$ cat config.mk
export PLATFORM = sky130hd
export DESIGN_NAME = mulq_csa_array
export DESIGN_NICKNAME = d
export VERILOG_FILES = /design/src/rtl/mulq_pkg.sv /design/src/rtl/mulq_pp_gen.sv /design/src/rtl/mulq_csa3.sv /design/src/rtl/mulq_prefix_add.sv /design/src/rtl/mulq_csa_array.sv
export SDC_FILE = /design/constraint.sdc
export NUM_CORES = 1
export LEC_CHECK = 0
export ABC_AREA = 1
export BUFFER_PORTS_ARGS = -buffer_cell sky130_fd_sc_hd__buf_2
export CAP_MARGIN = 20
export CORE_MARGIN = 2
export CORE_UTILIZATION = 25
export DETAILED_ROUTE_END_ITERATION = 16
export MAX_ROUTING_LAYER = met4
export SLEW_MARGIN = 30
export SYNTH_ARGS = -nofsm -noshare
export SYNTH_HDL_FRONTEND = slang
export SYNTH_SLANG_ARGS = --single-unit
$ cat constraint.sdc
create_clock -name vclk -period 7
set_input_delay 1.75 -clock vclk [all_inputs]
set_output_delay 1.75 -clock vclk [all_outputs]
set_load 0.03 [all_outputs]
$ cat src/rtl/mulq_pkg.sv
package mulq_pkg;
  // Raise a requested operand width to the legal minimum of two bits.
  function automatic int clamp_width(input int req);
    return (req < 2) ? 2 : req;
  endfunction

  // Number of queue entries used by the reduction for m partial products.
  function automatic int queue_len(input int m);
    return 3 * m - 4;
  endfunction
endpackage

$ cat src/rtl/mulq_pp_gen.sv
module mulq_pp_gen #(
  parameter int M = 2,
  parameter int N = 2,
  localparam int W = M + N
) (
  input  logic [M-1:0]         x,
  input  logic [N-1:0]         y,
  output logic [M-1:0][W-1:0]  pp
);
  for (genvar j = 0; j < M; j++) begin : g_row
    for (genvar k = 0; k < W; k++) begin : g_bit
      if (k >= j && k < j + N) begin : g_and
        assign pp[j][k] = x[j] & y[k-j];
      end else begin : g_zero
        assign pp[j][k] = 1'b0;
      end
    end

    // Row contents outside the shifted window, and rows gated off by x
    always_comb begin
      p_pp_low_zero_r2: assert ((pp[j] & ((W'(1) << j) - W'(1))) == '0)
        else $error("row %0d has bits below its shift", j);
      p_pp_gate_r2: assert (x[j] || (pp[j] == '0))
        else $error("row %0d nonzero while its x bit is 0", j);
      p_pp_high_zero_r2: assert ((pp[j] >> (j + N)) == '0)
        else $error("row %0d has bits above its window", j);
    end
  end
endmodule

$ cat src/rtl/mulq_csa3.sv
module mulq_csa3 #(
  parameter int W = 4
) (
  input  logic [W-1:0] a,
  input  logic [W-1:0] b,
  input  logic [W-1:0] c,
  output logic [W-1:0] sum,
  output logic [W-1:0] carry
);
  logic [W-1:0] half;
  logic [W-2:0] gen_ab;
  logic [W-2:0] gen_hc;

  // Two-input gates only: half-sum, then combine with the third input
  assign half   = a ^ b;
  assign gen_ab = a[W-2:0] & b[W-2:0];
  assign sum    = half ^ c;
  assign gen_hc = half[W-2:0] & c[W-2:0];
  assign carry  = {gen_ab | gen_hc, 1'b0};

  // Counting conservation of a 3:2 step, modulo the vector width
  always_comb begin
    p_csa_conserve_r4: assert (W'(sum + carry) == W'(a + b + c))
      else $error("3:2 step lost a count");
    p_csa_lsb_r5: assert (!carry[0] || $isunknown(carry))
      else $error("carry vector bit 0 set");
  end
endmodule

$ cat src/rtl/mulq_prefix_add.sv
module mulq_prefix_add #(
  parameter int W = 4,
  localparam int CW = W - 1,
  localparam int LV = $clog2(CW)
) (
  input  logic [W-1:0] a,
  input  logic [W-1:0] b,
  output logic [W-1:0] s
);
  logic [W-1:0]  hs;
  logic [CW-1:0] gen [0:LV];
  logic [CW-1:0] prp [0:LV-1];

  assign hs     = a ^ b;
  assign gen[0] = a[CW-1:0] & b[CW-1:0];
  assign prp[0] = hs[CW-1:0];

  // Log-depth group generate/propagate tree over the carry positions
  for (genvar lv = 0; lv < LV; lv++) begin : g_lvl
    localparam int D = 1 << lv;
    for (genvar i = 0; i < CW; i++) begin : g_pos
      if (i >= D) begin : g_merge
        assign gen[lv+1][i] = gen[lv][i] | (prp[lv][i] & gen[lv][i-D]);
        if (lv + 1 < LV) begin : g_p
          assign prp[lv+1][i] = prp[lv][i] & prp[lv][i-D];
        end
      end else begin : g_pass
        assign gen[lv+1][i] = gen[lv][i];
        if (lv + 1 < LV) begin : g_p
          assign prp[lv+1][i] = prp[lv][i];
        end
      end
    end
  end

  assign s = hs ^ {gen[LV], 1'b0};

  always_comb begin
    p_adder_sum_r7: assert (s == W'(a + b))
      else $error("prefix adder sum wrong");
  end
endmodule

$ cat src/rtl/mulq_csa_array.sv
module mulq_csa_array
  import mulq_pkg::*;
#(
  parameter int X_BITS = 8,
  parameter int Y_BITS = 8,
  localparam int M    = clamp_width(X_BITS),
  localparam int N    = clamp_width(Y_BITS),
  localparam int W    = M + N,
  localparam int NOPS = queue_len(M)
) (
  input  logic [M-1:0] x,
  input  logic [N-1:0] y,
  output logic [W-1:0] z
);
  logic [M-1:0][W-1:0] rows;
  logic [W-1:0]        opq [NOPS];
  logic [W-1:0]        u_half;
  logic [W-2:0]        v_gen;
  logic [W-1:0]        v_twice;

  mulq_pp_gen #(.M(M), .N(N)) u_pp (
    .x  (x),
    .y  (y),
    .pp (rows)
  );

  // The first M queue entries are the partial products
  for (genvar j = 0; j < M; j++) begin : g_load
    assign opq[j] = rows[j];
  end

  // FIFO schedule: step k eats entries 3k..3k+2 and appends two
  for (genvar k = 0; k < M - 2; k++) begin : g_step
    mulq_csa3 #(.W(W)) u_csa (
      .a     (opq[3*k]),
      .b     (opq[3*k+1]),
      .c     (opq[3*k+2]),
      .sum   (opq[M+2*k]),
      .carry (opq[M+2*k+1])
    );

    // Step result keeps the running total of the queue consistent
    always_comb begin
      p_step_sched_r3: assert (W'(opq[M+2*k] + opq[M+2*k+1]) ==
                               W'(opq[3*k] + opq[3*k+1] + opq[3*k+2]))
        else $error("step %0d wrote the wrong queue slots", k);
    end
  end

  // Last pair folded into half-sum and doubled generate word
  assign u_half  = opq[NOPS-2] ^ opq[NOPS-1];
  assign v_gen   = opq[NOPS-2][W-2:0] & opq[NOPS-1][W-2:0];
  assign v_twice = {v_gen, 1'b0};

  mulq_prefix_add #(.W(W)) u_add (
    .a (u_half),
    .b (v_twice),
    .s (z)
  );

  always_comb begin
    p_final_pair_r6: assert (z == W'(opq[NOPS-2] + opq[NOPS-1]))
      else $error("final U+2V mismatch");
    p_product_r1: assert (z == (W'(x) * W'(y)))
      else $error("product mismatch");
  end
endmodule

After elaboration in Yosys (flattened, before gate mapping)
Index checks and enable logic that the tools add are counted.
{"block": "op_classes", "n_div": 0, "reduce_logical": 0, "order_cmp": 0, "shifts": 0, "bitwise_logic": 220, "n_eq_ne": 0, "n_mul": 0, "muxes": 0, "n_addsub": 0}
{"cell": "$xor 16x16->16", "count": 10}
{"cell": "$and 1x1->1", "count": 140}
{"cell": "$and 15x15->15", "count": 9}
{"cell": "$or 15x15->15", "count": 6}
{"cell": "$or 1x1->1", "count": 45}
{"cell": "$xor 16x10->16", "count": 1}
{"cell": "$xor 16x13->16", "count": 1}
{"cell": "$and 14x15->15", "count": 1}
{"cell": "$and 15x10->15", "count": 1}
{"cell": "$and 15x13->15", "count": 1}
{"cell": "$xor 14x15->15", "count": 1}
{"cell": "$and 11x12->12", "count": 1}
{"cell": "$xor 11x12->12", "count": 1}
{"cell": "$and 8x9->9", "count": 1}
{"cell": "$xor 8x9->9", "count": 1}
{"block": "totals", "mem_bits_rw": 0, "mem_count": 0, "rom_bits": 0, "latchBits": 0, "out_inout_bits": 16, "register_bits": 0, "inputBits": 16}

Longest topological paths before layout
{"block": "logic_depth", "word_depth": 20, "ltp_mapped": 22, "ltp_nobuf": 21}

Modules after synthesis
From an unflattened synthesis, not the netlist that was laid out.
{"block": "unflattened", "hier_cells": 565, "area_unflattened_um2": 4269.1}
{"mod": "mulq_csa3", "seq_area_each_um2": 0.0, "instances": 6, "cells_each": 26, "area_each_um2": 346.6}
{"mod": "mulq_pp_gen", "seq_area_each_um2": 0.0, "instances": 1, "cells_each": 209, "area_each_um2": 1044.8}
{"mod": "mulq_prefix_add", "seq_area_each_um2": 0.0, "instances": 1, "cells_each": 179, "area_each_um2": 934.6}
{"mod": "mulq_csa_array", "seq_area_each_um2": 0.0, "instances": 1, "cells_each": 21, "area_each_um2": 210.2}

Worst setup path after synthesis
No wires, ideal clock.
{"block": "synth_path", "path_type": "input -> output", "start": "in y[0]", "end": "out z[9]", "slack_ns": -0.372, "stages": 17, "t_required_ns": 5.250, "arrival_ns": 5.622, "n_path_buf": 1, "cell_sequence": "clkbuf_1 nand2_1 fa_1 fa_1 inv_1 ha_1 inv_1 fa_1 inv_1 ha_1 ha_1 inv_1 fa_1 inv_1 nand3_1 nand3_1 xor2_1"}
{"block": "synth_via", "elab_chain_len": 20}
{"item": "start: declaration", "line_no": "mulq_csa_array.sv:12", "rtl": "input logic [N-1:0] y,"}
{"item": "$and 1x1->1", "line_no": "mulq_pp_gen.sv:13", "rtl": "assign pp[j][k] = x[j] & y[k-j];"}
{"item": "$xor 8x9->9", "line_no": "mulq_csa3.sv:15", "rtl": "assign half = a ^ b;"}
{"item": "$xor 16x10->16 or $and 15x10->15 (tied branches)", "line_no": "mulq_csa3.sv:17, mulq_csa3.sv:18"}
{"item": "$and 15x15->15 or $or 15x15->15 (tied branches)", "line_no": "mulq_csa3.sv:18, mulq_csa3.sv:19"}
{"item": "$or 15x15->15 or $xor 16x16->16 (tied branches)", "line_no": "mulq_csa3.sv:19, mulq_csa3.sv:15"}
{"item": "$xor 16x16->16 (on tied branches)", "line_no": "mulq_csa3.sv:15, mulq_csa3.sv:17"}
{"item": "$xor 16x16->16", "line_no": "mulq_csa3.sv:17", "rtl": "assign sum = half ^ c;"}
{"item": "$xor 16x16->16", "line_no": "mulq_csa3.sv:15"}
{"item": "(+3 left out)"}
{"item": "$xor 16x16->16", "line_no": "mulq_prefix_add.sv:14", "rtl": "assign hs = a ^ b;"}
{"item": "$and 1x1->1", "line_no": "mulq_prefix_add.sv:23", "rtl": "assign gen[lv+1][i] = gen[lv][i] | (prp[lv][i] & gen[lv][i-D]);"}
{"item": "$or 1x1->1", "line_no": "mulq_prefix_add.sv:23"}
{"item": "$and 1x1->1", "line_no": "mulq_prefix_add.sv:23"}
{"item": "$or 1x1->1", "line_no": "mulq_prefix_add.sv:23"}
{"item": "$and 1x1->1", "line_no": "mulq_prefix_add.sv:23"}
{"item": "$or 1x1->1 (2 in a row)", "line_no": "mulq_prefix_add.sv:23"}
{"item": "$xor 16x16->16 (*)", "line_no": "mulq_prefix_add.sv:36", "rtl": "assign s = hs ^ {gen[LV], 1'b0};"}
{"item": "end: declaration", "line_no": "mulq_csa_array.sv:13", "rtl": "output logic [W-1:0] z"}
Every way passes the cells marked *; elsewhere a longest branch is shown, timed or not.

Final worst setup path
{"block": "layout_path", "start": "in x[4]", "end": "out z[9]"}
{"block": "layout_via", "elab_chain_len": 18}
{"item": "start: declaration", "line_no": "mulq_csa_array.sv:11", "rtl": "input logic [M-1:0] x,"}
{"item": "$and 1x1->1", "line_no": "mulq_pp_gen.sv:13"}
{"item": "$xor 11x12->12", "line_no": "mulq_csa3.sv:15"}
{"item": "$xor 16x13->16 or $and 15x13->15 (tied branches)", "line_no": "mulq_csa3.sv:17, mulq_csa3.sv:18"}
{"item": "$xor 16x16->16 or $or 15x15->15 (tied branches)", "line_no": "mulq_csa3.sv:15, mulq_csa3.sv:19"}
{"item": "$and 15x15->15 or $xor 16x16->16 (tied branches)", "line_no": "mulq_csa3.sv:18, mulq_csa3.sv:17"}
{"item": "$or 15x15->15, or another cell as far along", "line_no": "mulq_csa3.sv:19", "rtl": "assign carry = {gen_ab | gen_hc, 1'b0};"}
{"item": "$xor 16x16->16 or $or 15x15->15 (tied branches)", "line_no": "mulq_csa3.sv:15, mulq_csa3.sv:19"}
{"item": "$and 15x15->15", "line_no": "mulq_csa3.sv:18", "rtl": "assign gen_hc = half[W-2:0] & c[W-2:0];"}
{"item": "$or 15x15->15", "line_no": "mulq_csa3.sv:19"}
{"item": "$xor 16x16->16 or $and 15x15->15 (tied branches)", "line_no": "mulq_csa_array.sv:51, mulq_csa_array.sv:52"}
{"item": "$xor 16x16->16 or $and 15x15->15 (tied branches)", "line_no": "mulq_prefix_add.sv:14, mulq_prefix_add.sv:15"}
{"item": "$and 1x1->1", "line_no": "mulq_prefix_add.sv:23"}
{"item": "$or 1x1->1", "line_no": "mulq_prefix_add.sv:23"}
{"item": "$and 1x1->1", "line_no": "mulq_prefix_add.sv:23"}
{"item": "$or 1x1->1 (3 in a row)", "line_no": "mulq_prefix_add.sv:23"}
{"item": "$xor 16x16->16 (*)", "line_no": "mulq_prefix_add.sv:36"}
Marked as above.

==> summary.txt <==
Pwr
  – Peak VDD IR: 0.173 mV
  – Leakage Power: 2.17 nW
  – Cell Pwr Density: 365 mW/mm²

Routing
  – Via count: 2222
  – DR iter-0 viols: 35
  – Total wire length: 5400 µm
  – Drt drc: 0
  – DR vias/cell: 4.04
  – WL per Instance: 9.81 µm
  – Post-route ant nets: 0
  – Drt pass-1 iters: 4

Die
  – # rows: 36
  – Core area: 0.00959 mm²
  – Die width: 103 µm
  – Die area: 0.0105 mm²
  – Die height: 103 µm
  – IO Pins: 32
  – Initial Util: 25.4%

CTS
  – CTS Hold Bufs: 0

Timing
  – Slew headroom: 86.5%
  – Final Hold Fails: 0
  – Endpoints failing setup: 5
  – Final period util: 100%
  – Slew Limit Fails: 0
  – Setup ws final: -34.7 ps
  – Fin crit period: 7030 ps
  – Worst-margin pin slew: 203 ps
  – Unrepaired setup endpoints after global routing: true
  – F_max: 0.142 GHz

Layout
  – Final Util: 36.3%
  – Reg area: 0 µm²
  – Antenna cells: 0
  – Fin nets: 515
  – Layout area overhead: 42.9%
  – Final-layout clock buffer total: 0
  – Commonest cells after routing, fill and taps aside: inv_1 (114), nand2_1 (80), fa_1 (35)
  – Fill count: 1014
  – Seq_cells: 0
  – Most common cell after layout, fill and taps aside: inv_1
  – Share of post-route cells with drive strength above 1: 33.6%
  – Final Cell Area: 0.00348 mm²

Global route
  – Met1 global-route usage: 12.6%
  – Vias in the first global route: 2483
  – Global-route wire length before repair: 10000 µm
  – Initial antenna violation count: 0
  – Grt peak-use layer: met2
  – GR Layer Usage met2: 24.9%
  – Met3 Use GR: 0.203%
  – Largest net degree at the start of global routing: 9
  – GRT Total Usage: 11.9%
  – Total grt overflow: 0

Critical path
  – CP max-delay cell: fa_1
  – Data arrival time of the critical path: 5280 ps
  – Crit path required time: 5250 ps
  – Max stage delay on crit path: 540 ps
  – Crit-path max FO: 8
  – CP Cell Sequence: buf_12 > nand2_4 > inv_4 > fa_1 > inv_1 > fa_1 > inv_2 > ha_4 > inv_2 > fa_1 > inv_2 > ha_4 > inv_2 > fa_2 > inv_2 > nand3_2 > nand3_4 > buf_6 > xor2_4 > buf_6
  – Crit end category: output pin
  – WS Path Type: input pin to output pin
  – Most frequent CP cell: inv_2
  – CP delay by family, top: adder cells
  – WP buf/inv: 10
  – Startpoint Class: input pin

Placed design
  – Cell Area, Placed: 0.00311 mm²
  – # port buffers: 32
  – Routability Congestion: 0.837
  – Post-DP HPWL: 4760 µm

Job
  – MaxCap Viol Count: 0

Worst hold path
  – Hold Crit Class: input pin to output pin

Run status
  – Failing checks: setup timing
  – Status: complete, but fails checks

Synth
  – Post-Syn Instances: 368
  – Mapped Nets: 464
  – Post-synthesis sequential area ratio: 0%
  – Yosys warning count: 0
  – Post-synthesis average cell area: 6.61 µm²
  – Count of different cell masters after synthesis: 14
  – Netlist Area Pre-Place: 0.00243 mm²
-- through the flow --
step / worst slack, ps / hold slack [ps] / TNS [ps] / cells / power (mW)
2_1_floorplan: 3.36 / 3790 / 0 / 368 / 0.766
3_3_place_gp: -214 / 4000 / -1350 / 549 / 1.02
6_report: -34.7 / 4010 / -113 / 550 / 1.27
5_1_grt: -179 / 4040 / -978 / 550 / 1.40
3_5_place_dp: -218 / 4010 / -1510 / 549 / 1.02
4_1_cts: -27.1 / 4010 / -74.9 / 550 / 1.19
-- final cells by class --
| type | count | area [µm²] | share of cell area [%] |
|---|---|---|---|
| well taps | 133 | 166 | 4.78 |
| multi-input cells | 220 | 2260 | 64.9 |
| inverters | 132 | 498 | 14.3 |
| repair buffers | 65 | 556 | 16.0 |
-- power by group --
group          internal [mW]  total, mW  switching [mW]  leakage, nW
Combinational          0.580       1.27           0.691         2.17
Clock                      0          0               0            0
Sequential                 0          0               0            0
-- routing by layer --
metal / up-vias / wire length, µm
met2: 24 / 3030
li1: 1119 / -
met1: 1071 / 2210
met5: - / 0
met4: 0 / 74
met3: 8 / 78
-- cells in the mapped netlist --
master | instances | area share (%)
nand3_1 | 10 | 2.1
xor2_1 | 4 | 1.4
clkbuf_1 | 16 | 2.5
a21oi_1 | 2 | 0.41
a21oi_2 | 2 | 0.72
nand2_1 | 108 | 17
nor2_2 | 2 | 0.51
ha_1 | 42 | 22
nand4_1 | 2 | 0.51
nor2_1 | 8 | 1.2
inv_1 | 132 | 20
xnor2_1 | 1 | 0.36
nand3_2 | 1 | 0.41
fa_1 | 38 | 31
-- logic make-up after synthesis --
group	share of synthesized area, %
buffers and inverters	22.8
AOI/OAI and AO/OA	1.13
xor gates and xnor gates	1.80
and+or+nand+nor	21.4
adders and majority gates	52.9
-- path summary, 6_finish.rpt --
| path | startpoint | end | cells after the start |
|---|---|---|---|
| max | x[4] | z[9] | 20 |
| min | x[0] | z[0] | 5 |
-- timing repair --
action                                  in CTS  in global routing
gates resized for setup                     69                 39
pin swaps                                   36                 31
buffers inserted                             1                  0
endpoints found under the setup margin       9                  9
Note: power is estimated with default switching activity, not from simulation.
